==> config.mk <==
export PLATFORM = sky130hd
export DESIGN_NAME = ext_bus_ctrl
export DESIGN_NICKNAME = d
export VERILOG_FILES = /design/src/rtl/ebc_pkg.sv /design/src/rtl/ebc_steer.sv /design/src/rtl/ebc_seq.sv /design/src/rtl/ebc_pins.sv /design/src/rtl/ext_bus_ctrl.sv
export SDC_FILE = /design/constraint.sdc
export NUM_CORES = 1
export LEC_CHECK = 0
export ABC_AREA = 1
export BUFFER_PORTS_ARGS = -buffer_cell sky130_fd_sc_hd__buf_4
export CAP_MARGIN = 25
export CORE_MARGIN = 2
export CORE_UTILIZATION = 55
export CTS_CLUSTER_SIZE = 28
export DETAILED_ROUTE_END_ITERATION = 8
export PLACE_DENSITY = 0.83
export SKIP_LAST_GASP = 1
export SLEW_MARGIN = 20
export SYNTH_ARGS = -nofsm -noshare
export SYNTH_HDL_FRONTEND = slang
export SYNTH_SLANG_ARGS = --single-unit
==> constraint.sdc <==
create_clock -name clk -period 5.32 [get_ports clk]
set_clock_uncertainty 0.05 [all_clocks]
set_input_delay 1.596 -clock clk [delete_from_list [all_inputs] [get_ports clk]]
set_output_delay 1.596 -clock clk [all_outputs]
set_load 0.01 [all_outputs]
==> src/rtl/ebc_pkg.sv <==
package ebc_pkg;
  localparam int ADDR_W = 16;
  localparam int LANES  = 2;
  localparam int DATA_W = LANES * 8;

  typedef enum logic [2:0] {S_IDLE, S_ADDR, S_DATA, S_HOLD, S_INT} bus_state_e;

  // zero enables behave as a single low byte
  function automatic logic [LANES-1:0] start_pending(input logic [LANES-1:0] be);
    return (be == '0) ? LANES'(1) : be;
  endfunction

  // bytes moved by one bus cycle, relative to the request base
  function automatic logic [LANES-1:0] take_mask(input logic wide, input logic base_odd,
                                                  input logic [LANES-1:0] pend);
    if (wide && !base_odd && pend == 2'b11) return 2'b11;
    if (pend[0]) return 2'b01;
    return 2'b10;
  endfunction

  // bit 0: an even-address byte moves, bit 1: an odd-address byte moves
  function automatic logic [1:0] parity_of(input logic base_odd, input logic [LANES-1:0] take);
    logic [1:0] p;
    p[0] = (take[0] && !base_odd) || (take[1] && base_odd);
    p[1] = (take[0] && base_odd) || (take[1] && !base_odd);
    return p;
  endfunction

  // result is {hi_n, lo_n} for a write data phase
  function automatic logic [1:0] write_strobes(input logic split, input logic wide,
                                               input logic [1:0] par);
    if (split) return {~par[1], ~par[0]};
    return {~(wide && par[1]), 1'b0};
  endfunction

  function automatic logic [DATA_W-1:0] place_wdata(input logic [LANES-1:0] take,
                                                    input logic [DATA_W-1:0] wd);
    logic [7:0] b;
    if (take == 2'b11) return wd;
    b = take[0] ? wd[7:0] : wd[15:8];
    return {b, b};
  endfunction

  function automatic logic rom_window(input logic en, input logic [ADDR_W-1:0] a,
                                      input logic [ADDR_W-1:0] lo, input logic [ADDR_W-1:0] hi);
    return en && (a >= lo) && (a <= hi);
  endfunction
endpackage

==> src/rtl/ebc_steer.sv <==
module ebc_steer
  import ebc_pkg::*;
#(
  parameter logic [ADDR_W-1:0] ROM_LO = 16'h2000,
  parameter logic [ADDR_W-1:0] ROM_HI = 16'h5FFF
) (
  input  logic              ext_rom_en,
  input  logic [ADDR_W-1:0] req_addr,
  input  logic [LANES-1:0]  req_be,
  output logic              rom_hit,
  output logic [LANES-1:0]  pend_init
);
  assign rom_hit   = rom_window(ext_rom_en, req_addr, ROM_LO, ROM_HI);
  assign pend_init = start_pending(req_be);
endmodule

==> src/rtl/ebc_seq.sv <==
module ebc_seq
  import ebc_pkg::*;
(
  input  logic              clk,
  input  logic              rst_n,
  input  logic              dyn_width,
  input  logic              req_valid,
  input  logic [ADDR_W-1:0] req_addr,
  input  logic              req_write,
  input  logic              req_fetch,
  input  logic [DATA_W-1:0] req_wdata,
  input  logic              rom_hit,
  input  logic [LANES-1:0]  pend_init,
  input  logic              width_i,
  input  logic              ready_i,
  input  logic [DATA_W-1:0] bus_ad_in,
  input  logic [DATA_W-1:0] int_rdata,
  output bus_state_e        state,
  output logic [ADDR_W-1:0] cur_addr,
  output logic [LANES-1:0]  take,
  output logic [1:0]        take_par,
  output logic              cyc_wide,
  output logic              is_write,
  output logic              is_fetch,
  output logic [DATA_W-1:0] wdata,
  output logic [DATA_W-1:0] rdata,
  output logic              done,
  output logic              ev_accept,
  output logic              ev_data_end,
  output logic              ev_last
);
  logic [ADDR_W-1:0] base_q;
  logic [LANES-1:0]  pend_q;
  logic [LANES-1:0]  left;
  logic [DATA_W-1:0] rd_next;
  logic [DATA_W-1:0] int_mask;
  logic              wide_now;

  assign cur_addr    = base_q + (pend_q[0] ? ADDR_W'(0) : ADDR_W'(1));
  assign take_par    = parity_of(base_q[0], take);
  assign left        = pend_q & ~take;
  assign wide_now    = dyn_width & width_i;
  assign ev_accept   = (state == S_IDLE) && req_valid;
  assign ev_data_end = (state == S_DATA) && ready_i;
  assign ev_last     = (state == S_HOLD) && (left == '0);

  for (genvar i = 0; i < LANES; i++) begin : g_lane
    logic odd_byte;
    assign odd_byte = (i == 1) ? ~base_q[0] : base_q[0];
    assign rd_next[i*8 +: 8] = !take[i] ? rdata[i*8 +: 8] :
                               (cyc_wide && odd_byte) ? bus_ad_in[15:8] : bus_ad_in[7:0];
    assign int_mask[i*8 +: 8] = {8{pend_q[i]}};
  end

  always_ff @(posedge clk or negedge rst_n) begin
    if (!rst_n) begin
      state    <= S_IDLE;
      base_q   <= '0;
      pend_q   <= '0;
      take     <= '0;
      cyc_wide <= 1'b0;
      is_write <= 1'b0;
      is_fetch <= 1'b0;
      wdata    <= '0;
      rdata    <= '0;
      done     <= 1'b0;
    end else begin
      done <= 1'b0;
      unique case (state)
        S_IDLE: if (req_valid) begin
          base_q   <= req_addr;
          pend_q   <= pend_init;
          is_write <= req_write;
          is_fetch <= req_fetch & ~req_write;
          wdata    <= req_wdata;
          rdata    <= '0;
          take     <= '0;
          cyc_wide <= 1'b0;
          state    <= rom_hit ? S_INT : S_ADDR;
        end
        S_ADDR: begin
          cyc_wide <= wide_now;
          take     <= take_mask(wide_now, base_q[0], pend_q);
          state    <= S_DATA;
        end
        S_DATA: if (ready_i) begin
          if (!is_write) rdata <= rd_next;
          state <= S_HOLD;
        end
        S_HOLD: begin
          pend_q <= left;
          if (left == '0) begin
            done  <= 1'b1;
            state <= S_IDLE;
          end else begin
            state <= S_ADDR;
          end
        end
        S_INT: begin
          rdata <= is_write ? '0 : (int_rdata & int_mask);
          done  <= 1'b1;
          state <= S_IDLE;
        end
        default: state <= S_IDLE;
      endcase
    end
  end
endmodule

==> src/rtl/ebc_pins.sv <==
module ebc_pins
  import ebc_pkg::*;
(
  input  bus_state_e        state,
  input  logic [2:0]        cfg_mode,
  input  logic [ADDR_W-1:0] cur_addr,
  input  logic [LANES-1:0]  take,
  input  logic [1:0]        take_par,
  input  logic              cyc_wide,
  input  logic              is_write,
  input  logic              is_fetch,
  input  logic [DATA_W-1:0] wdata,
  output logic [DATA_W-1:0] bus_ad_out,
  output logic              bus_ad_oe,
  output logic              addr_strobe,
  output logic              rd_n,
  output logic              wr_lo_n,
  output logic              wr_hi_n,
  output logic              fetch_o,
  output logic              int_sel,
  output logic              ext_cycle
);
  logic in_addr, in_data, in_hold;
  logic [1:0] wstb;

  assign in_addr   = (state == S_ADDR);
  assign in_data   = (state == S_DATA);
  assign in_hold   = (state == S_HOLD);
  assign ext_cycle = in_addr | in_data | in_hold;
  assign int_sel   = (state == S_INT);

  always_comb begin
    wstb = 2'b11;
    if (in_data && is_write) wstb = write_strobes(cfg_mode[2], cyc_wide, take_par);
  end

  assign wr_hi_n     = wstb[1];
  assign wr_lo_n     = wstb[0];
  assign rd_n        = ~(in_data & ~is_write);
  assign fetch_o     = ext_cycle & is_fetch;
  assign addr_strobe = cfg_mode[0] ? ~ext_cycle : in_addr;
  assign bus_ad_oe   = in_addr | (in_data & is_write);

  always_comb begin
    bus_ad_out = '0;
    if (in_addr) bus_ad_out = cur_addr;
    else if (in_data && is_write) bus_ad_out = place_wdata(take, wdata);
  end
endmodule

==> src/rtl/ext_bus_ctrl.sv <==
module ext_bus_ctrl
  import ebc_pkg::*;
#(
  parameter logic [ADDR_W-1:0] ROM_LO = 16'h2000,
  parameter logic [ADDR_W-1:0] ROM_HI = 16'h5FFF
) (
  input  logic              clk,
  input  logic              rst_n,
  input  logic [2:0]        cfg_mode,
  input  logic              ext_rom_en,
  input  logic              req_valid,
  input  logic [ADDR_W-1:0] req_addr,
  input  logic [LANES-1:0]  req_be,
  input  logic              req_write,
  input  logic              req_fetch,
  input  logic [DATA_W-1:0] req_wdata,
  output logic [DATA_W-1:0] rsp_rdata,
  output logic              rsp_done,
  output logic              int_sel,
  input  logic [DATA_W-1:0] int_rdata,
  output logic [DATA_W-1:0] bus_ad_out,
  output logic              bus_ad_oe,
  input  logic [DATA_W-1:0] bus_ad_in,
  output logic              addr_strobe,
  output logic              rd_n,
  output logic              wr_lo_n,
  output logic              wr_hi_n,
  output logic              fetch_o,
  input  logic              width_i,
  input  logic              ready_i
);
  bus_state_e        state;
  logic              rom_hit;
  logic [LANES-1:0]  pend_init;
  logic [ADDR_W-1:0] cur_addr;
  logic [LANES-1:0]  take;
  logic [1:0]        take_par;
  logic              cyc_wide, is_write, is_fetch;
  logic [DATA_W-1:0] wdata;
  logic              ev_accept, ev_data_end, ev_last;
  logic              ext_cycle;
  logic              st_addr, st_data, st_hold, st_int;

  ebc_steer #(.ROM_LO(ROM_LO), .ROM_HI(ROM_HI)) u_steer (
    .ext_rom_en(ext_rom_en), .req_addr(req_addr), .req_be(req_be),
    .rom_hit(rom_hit), .pend_init(pend_init)
  );

  ebc_seq u_seq (
    .clk(clk), .rst_n(rst_n), .dyn_width(cfg_mode[1]),
    .req_valid(req_valid), .req_addr(req_addr), .req_write(req_write),
    .req_fetch(req_fetch), .req_wdata(req_wdata), .rom_hit(rom_hit),
    .pend_init(pend_init), .width_i(width_i), .ready_i(ready_i),
    .bus_ad_in(bus_ad_in), .int_rdata(int_rdata), .state(state),
    .cur_addr(cur_addr), .take(take), .take_par(take_par), .cyc_wide(cyc_wide),
    .is_write(is_write), .is_fetch(is_fetch), .wdata(wdata), .rdata(rsp_rdata),
    .done(rsp_done), .ev_accept(ev_accept), .ev_data_end(ev_data_end),
    .ev_last(ev_last)
  );

  ebc_pins u_pins (
    .state(state), .cfg_mode(cfg_mode), .cur_addr(cur_addr), .take(take),
    .take_par(take_par), .cyc_wide(cyc_wide), .is_write(is_write),
    .is_fetch(is_fetch), .wdata(wdata), .bus_ad_out(bus_ad_out),
    .bus_ad_oe(bus_ad_oe), .addr_strobe(addr_strobe), .rd_n(rd_n),
    .wr_lo_n(wr_lo_n), .wr_hi_n(wr_hi_n), .fetch_o(fetch_o),
    .int_sel(int_sel), .ext_cycle(ext_cycle)
  );

  assign st_addr = (state == S_ADDR);
  assign st_data = (state == S_DATA);
  assign st_hold = (state == S_HOLD);
  assign st_int  = (state == S_INT);
endmodule

-- Word level (Yosys, flattened, before mapping)
Cells that the tools add are included.
- logic and storage cells: 118
- bits of input ports: 77
- output and inout port bits: 40
- bits in registers: 59
- add/subtract/negate cells: 1
- bitwise logic cells: 19
- equal/unequal tests: 11
- reduce and logical (&&, ||, !) cells: 27
- $lt $le $gt $ge: 2
- multiplexer cells: 47
- operators with widths (operator ; count):
    $mux 16 ; 8
    $pmux 16 s3 ; 1
    $mux 8 ; 5
    $mux 2 ; 10
    $add 16x16->16 ; 1
    $and 16x16->16 ; 1
    $ge 16x14->1 const B ; 1
    $le 16x15->1 const B ; 1
    $mux 1 ; 15
    $logic_and 1x1->1 ; 12
    $pmux 3 s4 ; 1
    $ne 2x2->1 const B ; 5
    $reduce_and 5->1 ; 2
    $mux 3 ; 3
    $not 1->1 ; 8
    $pmux 2 s2 ; 2
    $reduce_and 2->1 ; 4
    $eq 3x2->1 const B ; 2
    $and 1x1->1 ; 5
    $eq 2x2->1 const B ; 2
    $logic_not 2->1 ; 2
    $pmux 1 s2 ; 2
    $reduce_bool 2->1 ; 2
    $eq 3x1->1 const B ; 1
    8 further kinds ; 11

-- Logic depth before layout (Yosys ltp)
Gate-level depths: netlist of the first run.
- depth after elaboration: 10
- gate-level depth with buffers: 10
- gate-level depth less buffers: 10

-- Modules after synthesis
From an unflattened synthesis of the first run, not the netlist that was laid out.
- cell total of the unflattened synthesis: 580
- area total of the unflattened synthesis: 3873.7 um^2
- modules (own cells, without submodules) (module ; cells each ; instances ; sequential area each (um^2) ; area each (um^2)):
    ebc_seq ; 459 ; 1 ; 1476.4 ; 3320.7
    ebc_pins ; 113 ; 1 ; 0.0 ; 521.8
    ebc_steer ; 8 ; 1 ; 0.0 ; 31.3

-- Least setup slack after synthesis of the first run
Ideal clock, no wire load.
- kind: in2out
- start: input cfg_mode[2]
- end: output wr_lo_n
- path buffers: 0
- stages on the path: 2
- arrival: 1.929 ns
- slack: 1.745 ns
- data required time: 3.674 ns
- cell sequence: o21ai_0 -> o21ai_0
- cells in the longest elaborated chain, start to end: 4
- RTL lines (item ; RTL line ; source):
    start: declaration ; ext_bus_ctrl.sv:9 ; input logic [2:0] cfg_mode,
    $mux 1 ; ebc_pkg.sv:32 ; if (split) return {~par[1], ~par[0]};
    $mux 1 ; ebc_pins.sv:34 ; if (in_data && is_write) wstb = write_strobes(cfg_mode[2], cyc_wide, take_par);
    $mux 2 ; ebc_pkg.sv:33 ; return {~(wide && par[1]), 1'b0};
    $mux 2 ; ebc_pins.sv:34 ;
    end: declaration ; ext_bus_ctrl.sv:26 ; output logic wr_lo_n,
No other way between the ends. The select of a mux whose other input is x is not followed.

-- Final worst setup path of the first run
- start: register u_seq.state[2]
- end: output bus_ad_out[7]
- cells in the longest elaborated chain, start to end: 4
- elaborated cells between the ends (all ways): 5
- RTL lines (item ; RTL line ; source):
    start: declaration ; ebc_seq.sv:18 ; output bus_state_e state,
    start signal: assignment ; ebc_seq.sv:79 ; state <= rom_hit ? S_INT : S_ADDR;
    $eq 3x2->1 ; ebc_pins.sv:27 ; assign in_data = (state == S_DATA);
    $logic_and 1x1->1 ; ebc_pins.sv:47 ; else if (in_data && is_write) bus_ad_out = place_wdata(take, wdata);
    $mux 16 ; ebc_pins.sv:47 ;
    $mux 16 * ; ebc_pins.sv:46 ; if (in_addr) bus_ad_out = cur_addr;
    end: declaration ; ext_bus_ctrl.sv:21 ; output logic [DATA_W-1:0] bus_ad_out,
Every way passes the cells marked *; elsewhere a longest branch is shown, timed or not.

==> impl_metrics.yaml, run 1 <==
synthesis:
  yosysSeqAreaShare: 0.409
  synthDistinctLibCells: 34
  synth_edf_count: 0
  synth_top_area_cell: "dfrtp_1"
  post_synth_xor_area_fraction: 0.00485
  synth_top_area_frac: 0.409
  yosysMostFrequentCell: "nand2_1"
  ys_ff_latch: 59
  synth_common_cells: "204 x nand2_1, 62 x o21ai_0, 59 x dfrtp_1"
  synth_top_family_by_area: "simple AND/OR/NAND/NOR gates"
  synth_compound_area_frac: 0.189
  synthFlopType: "dfrtp_1"
  synth_nets: 583
  syn_inst: 504
  async_reset_ff_frac: 1.00
  yosys_warnings: 0
  syn_avg_cell_area_um2: 7.16
  synth_mux_area_frac: 0
  synth_fa_ha_area_frac: 0.00693
  yosys-top-cells-area: "dfrtp_1 41%, nand2_1 21%, o21ai_0 8.6%, o211ai_1 5.0%, inv_1 4.6%"
  synth_simple_gate_area_share: 0.308
  synthesis.area_um2: 3610
timing:
  fmax_mhz: 241
  period_share: 0.780
  hold-worst-slack_ns: 0.426
  period_needed_ns: 4.15
  hold_viol: 0
  setup_violations: 0
  tns_ns: 0
  slew_headroom: 0.470
  timing_max_transition_violations_final: 0
  worstMarginPinSlew_ns: 0.791
  rsz0062_at_grt: "no"
detailed_routing:
  drtIter0Drc: 270
  vias_per_cell: 5.35
  wirelength_um: 10100
  drc: 0
  ant_nets: 0
  wl_per_cell_um: 14.4
  dr.pass1.iters: 7
  via_count: 3736
critical_path:
  cp.buffers_inverters: 2
  cp_max_fo: 13
  path_cells: "nor3_2 -> inv_1 -> a21oi_1 -> o21ai_0 -> o21ai_0 -> buf_4"
  worst_path_most_repeated_cell: "o21ai_0"
  startpoint_type: "flop"
  critPathArrivalTime_ns: 2.50
  worst_path_max_delay_cell: "nor3_2"
  worstSetupPathType: "flop to output pin"
  crit_required_ns: 3.67
  cp-end-kind: "output pin"
  path_delay_family: "simple AND/OR/NAND/NOR gates"
  critPathMaxStageDelay_ns: 0.68
finish:
  syn2layout_area_growth_pct: 30.0
  layout-drive-gt1-share: 0.248
  nNetsFinal: 695
  diodes: 0
  n_fill_cell: 547
  finish.utilization: 0.739
  seq_area_um2: 1480
  fin_area_um2: 4690
  multi_input_area_um2: 1830
global_route:
  grt_pass1_wl_um: 16200
  grt.total_usage: 0.283
  grt_pass1_vias: 3396
  grt-ovfl-total: 0
  antenna_found_initial: 0
  grt_max_degree: 60
floorplan:
  core.rowCount: 29
  die_w_um: 85
  ios: 117
  die_height_um: 85
  start_util: 0.568
  coreArea_um2: 6350
  die-area_um2: 7230
clocking:
  numCtsBuffers: 9
  clock_latency_ns: 0.35
  htree_levels: 3
  post_cts_resized: 0
  cts-root-buf: "clkbuf_8"
  cts.sinks: 59
  cts_tree: "yes"
  path_clk_slew_ns: 0.07
  holdBufCountCts: 0
  postCtsSetupBuffers: 0
  clk_path_buf_depth: 2
outcome:
  status: "completed"
placed_design:
  place.gp.congestion: 0.936
  portBuffers: 116
  placed_area_um2: 4470
  dpl.hpwl_um: 7570
power:
  irDropWorstVdd_mv: 0.342
  power.leakage_nw: 2.51
  finalPower_mw: 2.56
  power_density_nw_per_um2: 545
hold_path:
  holdCritPathClass: "flop to flop"
run:
  cap_violations: 0
stage by stage:
step | worst slack (ns) | cells
CTS | 1.16 | 698
global placement | 1.66 | 682
detailed placement | 1.53 | 682
floorplan | 1.75 | 504
global route | 0.950 | 698
finish | 1.17 | 698
flip-flops by register name, summed over array words and instances (netlist names):
register,count
u_seq.base_q,16
u_seq.cyc_wide,1
u_seq.done,1
u_seq.is_fetch,1
u_seq.is_write,1
u_seq.pend_q,2
u_seq.rdata,16
u_seq.state,3
u_seq.take,2
u_seq.wdata,16
kinds of logic (layout without fill, tap and decap cells):
kind of cell	count (synthesis)	after routing
compound gates	118	118
xor+xnor	2	2
fa+ha+maj	2	2
buf+inv	65	182
flops	59	59
simple gates	258	258
power by group:
part	leakage, nW	internal [mW]	switching, mW
registers	0.750	0.632	0.154
logic	1.66	0.477	0.837
clock network	0.101	0.262	0.194
total	2.51	1.37	1.19
cell type report:
type,count,share of cell area
inverters,50,0.0416
repair buffers,116,0.186
multi-input cells,380,0.391
flip-flops and latches,59,0.315
clock buffers,9,0.0264
clock inverters,7,0.0197
well taps,77,0.0205
worst paths after layout:
path	start	end	slack (ns)	depth (start not counted)
setup / recovery	u_seq.state[2]	bus_ad_out[7]	1.17	6
hold / removal	u_seq.wdata[0]	u_seq.wdata[0]	0.43	2
setup reg to reg	u_seq.state[2]	u_seq.take[0]	3.26	4
hold reg to reg	u_seq.wdata[0]	u_seq.wdata[0]	0.43	2
max in group asynchronous	rst_n	u_seq.base_q[5]	3.47	1
min in group asynchronous	rst_n	u_seq.base_q[8]	1.25	1
layout by cell type (no fill, tap or decap):
cell type   Yosys  routed
inv_6           1       1
o21ai_4         1       1
clkbuf_8        0       9
o211ai_1       24      24
xor2_1          1       1
nand4_1         3       3
nand2_1       204     204
o22ai_1         4       4
nor3_4          1       1
o21ai_2         4       4
nor3_1          1       1
nor3_2          1       1
nand2_4         3       3
inv_2           3       3
nor2_1         19      19
nor2_8          1       1
buf_4           3     116
a21oi_1         9       9
clkinvlp_4      0       3
nor3b_1         1       1
ha_1            2       2
dfrtp_1        59      59
o21ai_0        62      62
clkinv_1        1       1
xnor2_1         1       1
nor2_4          4       4
nand2_2         1       1
inv_1          44      44
o21ai_1        14      14
nand2_8         1       1
nand3_1        18      18
inv_4           1       1
bufinv_16       0       2
clkinv_2        0       2
per-layer routing:
layer | routed length (um) | global-route usage
met5 | 0 | 0
met4 | 262 | 0.120
met3 | 630 | 0.0447
met2 | 4620 | 0.417
met1 | 4560 | 0.417
tightest hold or removal path: stages (launching register included):
cell	delay, ns
dfrtp_1	0.34
nand2_1	0.05
nand2_1	0.05
Power figures use the tool's default switching activity.
==> run 2: changes to the inputs <==
--- a/config.mk
+++ b/config.mk
@@ -5,14 +5,14 @@
 export SDC_FILE = /design/constraint.sdc
 export NUM_CORES = 1
 export LEC_CHECK = 0
-export ABC_AREA = 1
+export ABC_AREA = 0
 export BUFFER_PORTS_ARGS = -buffer_cell sky130_fd_sc_hd__buf_4
 export CAP_MARGIN = 25
 export CORE_MARGIN = 2
-export CORE_UTILIZATION = 55
+export CORE_UTILIZATION = 46
 export CTS_CLUSTER_SIZE = 28
 export DETAILED_ROUTE_END_ITERATION = 8
-export PLACE_DENSITY = 0.83
+export PLACE_DENSITY = 0.74
 export SKIP_LAST_GASP = 1
 export SLEW_MARGIN = 20
 export SYNTH_ARGS = -nofsm -noshare
==> constraint.sdc (replaced) <==
create_clock -name clk -period 3.4 [get_ports clk]
set_clock_uncertainty 0.05 [all_clocks]
set_input_delay 1.02 -clock clk [delete_from_list [all_inputs] [get_ports clk]]
set_output_delay 1.02 -clock clk [all_outputs]
set_load 0.01 [all_outputs]
==> impl_metrics.yaml, run 2 <==
detailed_routing:
  vias_per_cell: 5.25
  wl_met1_um: 4170
  via_count: 3079
  drtIter0Drc: 186
  dr.pass1.iters: 4
  dr.max_layer_used: "met4"
  wirelength_um: 9260
  drc: 0
  met2_length_um: 4420
  wl_per_cell_um: 15.8
  ant_nets: 0
  wl_met3_um: 606
synthesis:
  async_reset_ff_frac: 1.00
  synthDistinctLibCells: 50
  syn_inst: 371
  yosys_warnings: 0
  synth_top_area_frac: 0.422
  synth_top_area_cell: "dfrtp_1"
  yosysMostFrequentCell: "nand2_1"
  synth_edf_count: 0
  synth_common_cells: "113 x nand2_1, 59 x dfrtp_1, 34 x mux2i_1"
  ys_ff_latch: 59
  yosysSeqAreaShare: 0.422
  yosys-top-cells-area: "dfrtp_1 42%, nand2_1 12%, mux2i_1 9.7%, o2bb2ai_1 4.0%, mux2_2 3.9%"
  syn_avg_cell_area_um2: 9.43
  synth_nets: 450
  synthFlopType: "dfrtp_1"
  synthesis.area_um2: 3500
finish:
  n_fill_cell: 638
  stdcell_count: 586
  nNetsFinal: 561
  syn2layout_area_growth_pct: 32.4
  finish.utilization: 0.635
  diodes: 0
  layout-drive-gt1-share: 0.351
  fin_area_um2: 4630
  seq_area_um2: 1480
  final_common_cell: "buf_4"
  multi_input_area_um2: 1890
  layout_common_cells: "123 x buf_4, 113 x nand2_1, 58 x dfrtp_1"
  top_regs: "u_seq.base_q: 16 flops, u_seq.rdata: 16 flops, u_seq.wdata: 16 flops"
timing:
  fmax_mhz: 306
  hold_viol: 0
  setup_violations: 0
  timing_max_transition_violations_final: 0
  worstMarginPinSlew_ns: 0.885
  period_needed_ns: 3.26
  period_share: 0.960
  slew_headroom: 0.409
placed_design:
  dpl.hpwl_um: 6890
  place.gp.congestion: 0.936
  portBuffers: 116
  placed_area_um2: 4420
  dp_cells: 570
critical_path:
  path_cells: "inv_2 -> ha_2 -> ha_2 -> nand4_1 -> nor3_2 -> xnor2_1 -> o22ai_1 -> buf_4"
  cp-end-kind: "output pin"
  critPathMaxStageDelay_ns: 0.40
  worst_path_most_repeated_cell: "ha_2"
  critPathArrivalTime_ns: 2.19
  worstSetupPathType: "flop to output pin"
  path_delay_family: "adder cells"
  worst_path_max_delay_cell: "dfrtp_1"
  crit_required_ns: 2.33
  cp.buffers_inverters: 2
  cp_max_fo: 5
  startpoint_type: "flop"
hold_path:
  holdCritPathClass: "flop to flop"
clocking:
  htree_levels: 3
  cts.sinks: 59
  numCtsBuffers: 9
  path_clk_slew_ns: 0.07
  clk_path_buf_depth: 2
  cts-root-buf: "clkbuf_8"
  clock_latency_ns: 0.34
  holdBufCountCts: 0
  cts_tree: "yes"
floorplan:
  die_w_um: 91.2
  start_util: 0.480
  die-area_um2: 8320
  coreArea_um2: 7290
  die_height_um: 91.2
  ios: 117
  core.rowCount: 31
global_route:
  antenna_found_initial: 0
  grt_max_degree: 60
  grt_pass1_wl_um: 15200
  grt.total_usage: 0.231
  grt-ovfl-total: 0
  grt_pass1_vias: 3074
power:
  power_density_nw_per_um2: 811
  pwr-share-seq: 0.358
  irDropWorstVdd_mv: 0.397
  internal_power_mw: 2.19
  power.leakage_nw: 2.25
  clockPowerShare: 0.169
  p_comb_frac: 0.473
  power.switching_mw: 1.57
  swShare: 0.417
outcome:
  status: "completed"
run:
  cap_violations: 0
## run 2: cell types whose count changed in the layout (fill, tap and decap cells not counted), sizes merged, moves of 16 or more
cell,previous run,this run
o2bb2ai,0,16
o21ai,81,8
inv,49,5
nand2,209,113
mux2i,0,34
mux2,0,16
o211ai,24,3
## run 2: worst paths after layout
path / cells after the start / start / slack, ns / endpoint
worst max-delay path: 8 / u_seq.pend_q[0] / 0.14 / bus_ad_out[10]
worst min-delay path: 1 / u_seq.rdata[6] / 0.44 / u_seq.rdata[6]
worst max register to register: 5 / u_seq.state[0] / 1.15 / u_seq.rdata[12]
worst min register to register: 1 / u_seq.rdata[6] / 0.44 / u_seq.rdata[6]
max in group asynchronous: 1 / rst_n / 2.09 / u_seq.base_q[0]
min in group asynchronous: 1 / rst_n / 0.68 / u_seq.rdata[13]
## run 2: layer usage
layer / up-vias / GRT usage
met5: - / 0
li1: 1515 / -
met3: 9 / 0.0631
met1: 1422 / 0.306
met4: 0 / 0.0543
met2: 133 / 0.378
## run 2: layout make-up
type                            instances  area share
Multi-Input combinational cell        284       0.409
Tap cell                               99      0.0268
Clock inverter                          7      0.0149
Clock buffer                            9      0.0268
Timing Repair Buffer                  123       0.199
Inverter                                5     0.00405
Sequential cell                        59       0.319
## run 2: power groups by stage
stage / clock, mW / sequential [mW] / combinational, mW
final: 0.635 / 1.34 / 1.78
after global routing: 0.676 / 1.39 / 1.97
after CTS: 0.645 / 1.34 / 1.79
after detailed placement: 0 / 1.35 / 1.78
after global placement: 0 / 1.33 / 1.75
after floorplan: 0 / 1.24 / 1.23
## run 2: logic make-up after synthesis
kind of cell | share of synthesized area
muxes | 0.149
and+or+nand+nor | 0.224
adders and majority gates | 0.00715
buffers and inverters | 0.0429
xor gates and xnor gates | 0.0326
DFF | 0.422
AOI/OAI and AO/OA | 0.122
## run 2: timing repair
action	in CTS	in global routing
endpoints found under the setup margin	1	5
pin swaps	0	1
hold endpoints to repair	0	0
setup buffers	0	0
gates resized for setup	1	5
## run 2: through the flow
stage | worst slack, ns | power (mW) | TNS, ns | hold slack, ns
floorplan | 0.666 | 2.48 | 0 | 0.381
global placement | 0.429 | 3.09 | 0 | 0.395
detailed placement | 0.377 | 3.13 | 0 | 0.430
CTS | 0.0166 | 3.77 | 0 | 0.447
global route | -0.00858 | 4.04 | -0.00858 | 0.467
finish | 0.137 | 3.75 | 0 | 0.440
==> run 3: changes to the inputs <==
--- a/config.mk
+++ b/config.mk
@@ -17,4 +17,5 @@
 export SLEW_MARGIN = 20
 export SYNTH_ARGS = -nofsm -noshare
 export SYNTH_HDL_FRONTEND = slang
+export SYNTH_HIERARCHICAL = 1
 export SYNTH_SLANG_ARGS = --single-unit
==> impl_metrics.yaml, run 3 <==
power:
  power.leakage_nw: 2.12
  pwr-share-seq: 0.329
  p_comb_frac: 0.532
  internal_power_mw: 2.55
  clockPowerShare: 0.139
  swShare: 0.392
  irDropWorstVdd_mv: 0.482
  finalPower_mw: 4.20
  power.switching_mw: 1.65
  power_density_nw_per_um2: 904
synthesis:
  syn_inst: 348
  yosys_warnings: 6
  synth_nets: 427
  syn_avg_cell_area_um2: 10.2
  synthesis.area_um2: 3560
clocking:
  numCtsBuffers: 9
  post_cts_resized: 0
  postCtsSetupBuffers: 0
  cts.sinks: 59
  clock_latency_ns: 0.32
  clk_path_buf_depth: 2
  htree_levels: 3
  path_clk_slew_ns: 0.07
  cts_tree: "yes"
  cts-root-buf: "clkbuf_8"
  holdBufCountCts: 0
finish:
  nNetsFinal: 538
  final_common_cell: "buf_4"
  stdcell_count: 565
  syn2layout_area_growth_pct: 30.3
  top_regs: "u_seq/base_q: 16 flops, u_seq/rdata: 16 flops, u_seq/wdata: 16 flops"
  layout-drive-gt1-share: 0.413
  layout_common_cells: "123 x buf_4, 58 x dfrtp_1, 55 x nand2_1"
  diodes: 0
  finish.utilization: 0.611
  fin_area_um2: 4650
global_route:
  grt_pass1_vias: 2961
  grt-ovfl-total: 0
  grt_max_degree: 60
  grt_pass1_wl_um: 14900
  grt.total_usage: 0.224
  antenna_found_initial: 0
floorplan:
  die_height_um: 92.0
  die_w_um: 92.0
  core.rowCount: 32
  ios: 117
  start_util: 0.469
  coreArea_um2: 7610
  die-area_um2: 8470
detailed_routing:
  dr.pass1.iters: 4
  via_count: 3062
  drtIter0Drc: 139
  wirelength_um: 9460
  ant_nets: 0
  drc: 0
  vias_per_cell: 5.42
  wl_per_cell_um: 16.7
timing:
  slew_headroom: 0.493
  timing_max_transition_violations_final: 0
  setup_violations: 0
  setup_ws_ns: 0.177
  hold-worst-slack_ns: 0.483
  period_needed_ns: 3.22
  period_share: 0.948
  rsz0062_at_grt: "no"
  fmax_mhz: 310
  tns_ns: 0
  worstMarginPinSlew_ns: 0.761
  hold_viol: 0
placed_design:
  dp_cells: 550
  portBuffers: 116
  place.gp.congestion: 0.886
  dpl.hpwl_um: 6820
  dp_slack_ns: 0.491
  placed_area_um2: 4460
critical_path:
  crit_required_ns: 2.33
  worstSetupPathType: "flop to output pin"
  cp_max_fo: 6
  worst_path_most_repeated_cell: "and3_1"
  worst_path_max_delay_cell: "dfrtp_1"
  startpoint_type: "flop"
  cp-end-kind: "output pin"
  path_cells: "inv_1 -> ha_1 -> ha_2 -> and3_1 -> and3_1 -> xor2_1 -> nand2_1 -> o21ai_1 -> buf_4"
  critPathMaxStageDelay_ns: 0.44
  critPathArrivalTime_ns: 2.15
run:
  cap_violations: 0
outcome:
  status: "completed"
hold_path:
  holdCritPathClass: "flop to flop"
run 3: path summary, 6_finish.rpt:
path	startpoint	endpoint	slack [ns]	cells past startpoint
worst max-delay path	u_seq/pend_q[0]	bus_ad_out[8]	0.18	9
worst min-delay path	u_seq/wdata[0]	u_seq/wdata[0]	0.48	1
worst max register to register	u_seq/state[2]	u_seq/wdata[7]	1.43	4
worst min register to register	u_seq/wdata[0]	u_seq/wdata[0]	0.48	1
max in group asynchronous	rst_n	u_seq/base_q[0]	2.04	1
min in group asynchronous	rst_n	u_seq/rdata[0]	0.70	1
run 3: final cells by class:
cell class	count	area (um^2)
Fill cell	686	2960
Multi-Input combinational cell	261	1900
Sequential cell	59	1480
Timing Repair Buffer	124	943
Clock buffer	13	169
Tap cell	102	128
Inverter	4	15.0
Clock inverter	2	10.0
run 3: critical path: cells and delay by family (launching register included):
kind / cells / cell delay, ns
adders and majority gates: 2 / 0.48
DFF: 1 / 0.44
and+or+nand+nor: 3 / 0.45
buffers and inverters: 2 / 0.24
AOI/OAI and AO/OA: 1 / 0.07
xor gates and xnor gates: 1 / 0.15
run 3: power by group through the flow:
| stage | combinational [mW] | sequential (mW) | clock (mW) |
|---|---|---|---|
| 6_report | 2.24 | 1.38 | 0.584 |
| 5_1_grt | 2.41 | 1.43 | 0.635 |
| 4_1_cts | 2.24 | 1.37 | 0.596 |
| 3_5_place_dp | 2.23 | 1.37 | 0 |
| 3_3_place_gp | 2.19 | 1.36 | 0 |
| 2_1_floorplan | 1.49 | 1.36 | 0 |
run 3: per-layer routing:
metal,wire length (um),up-vias,track usage
li1,-,1469,-
met1,4250,1493,0.316
met2,4610,88,0.348
met3,458,12,0.0345
met4,144,0,0.0883
met5,0,-,0
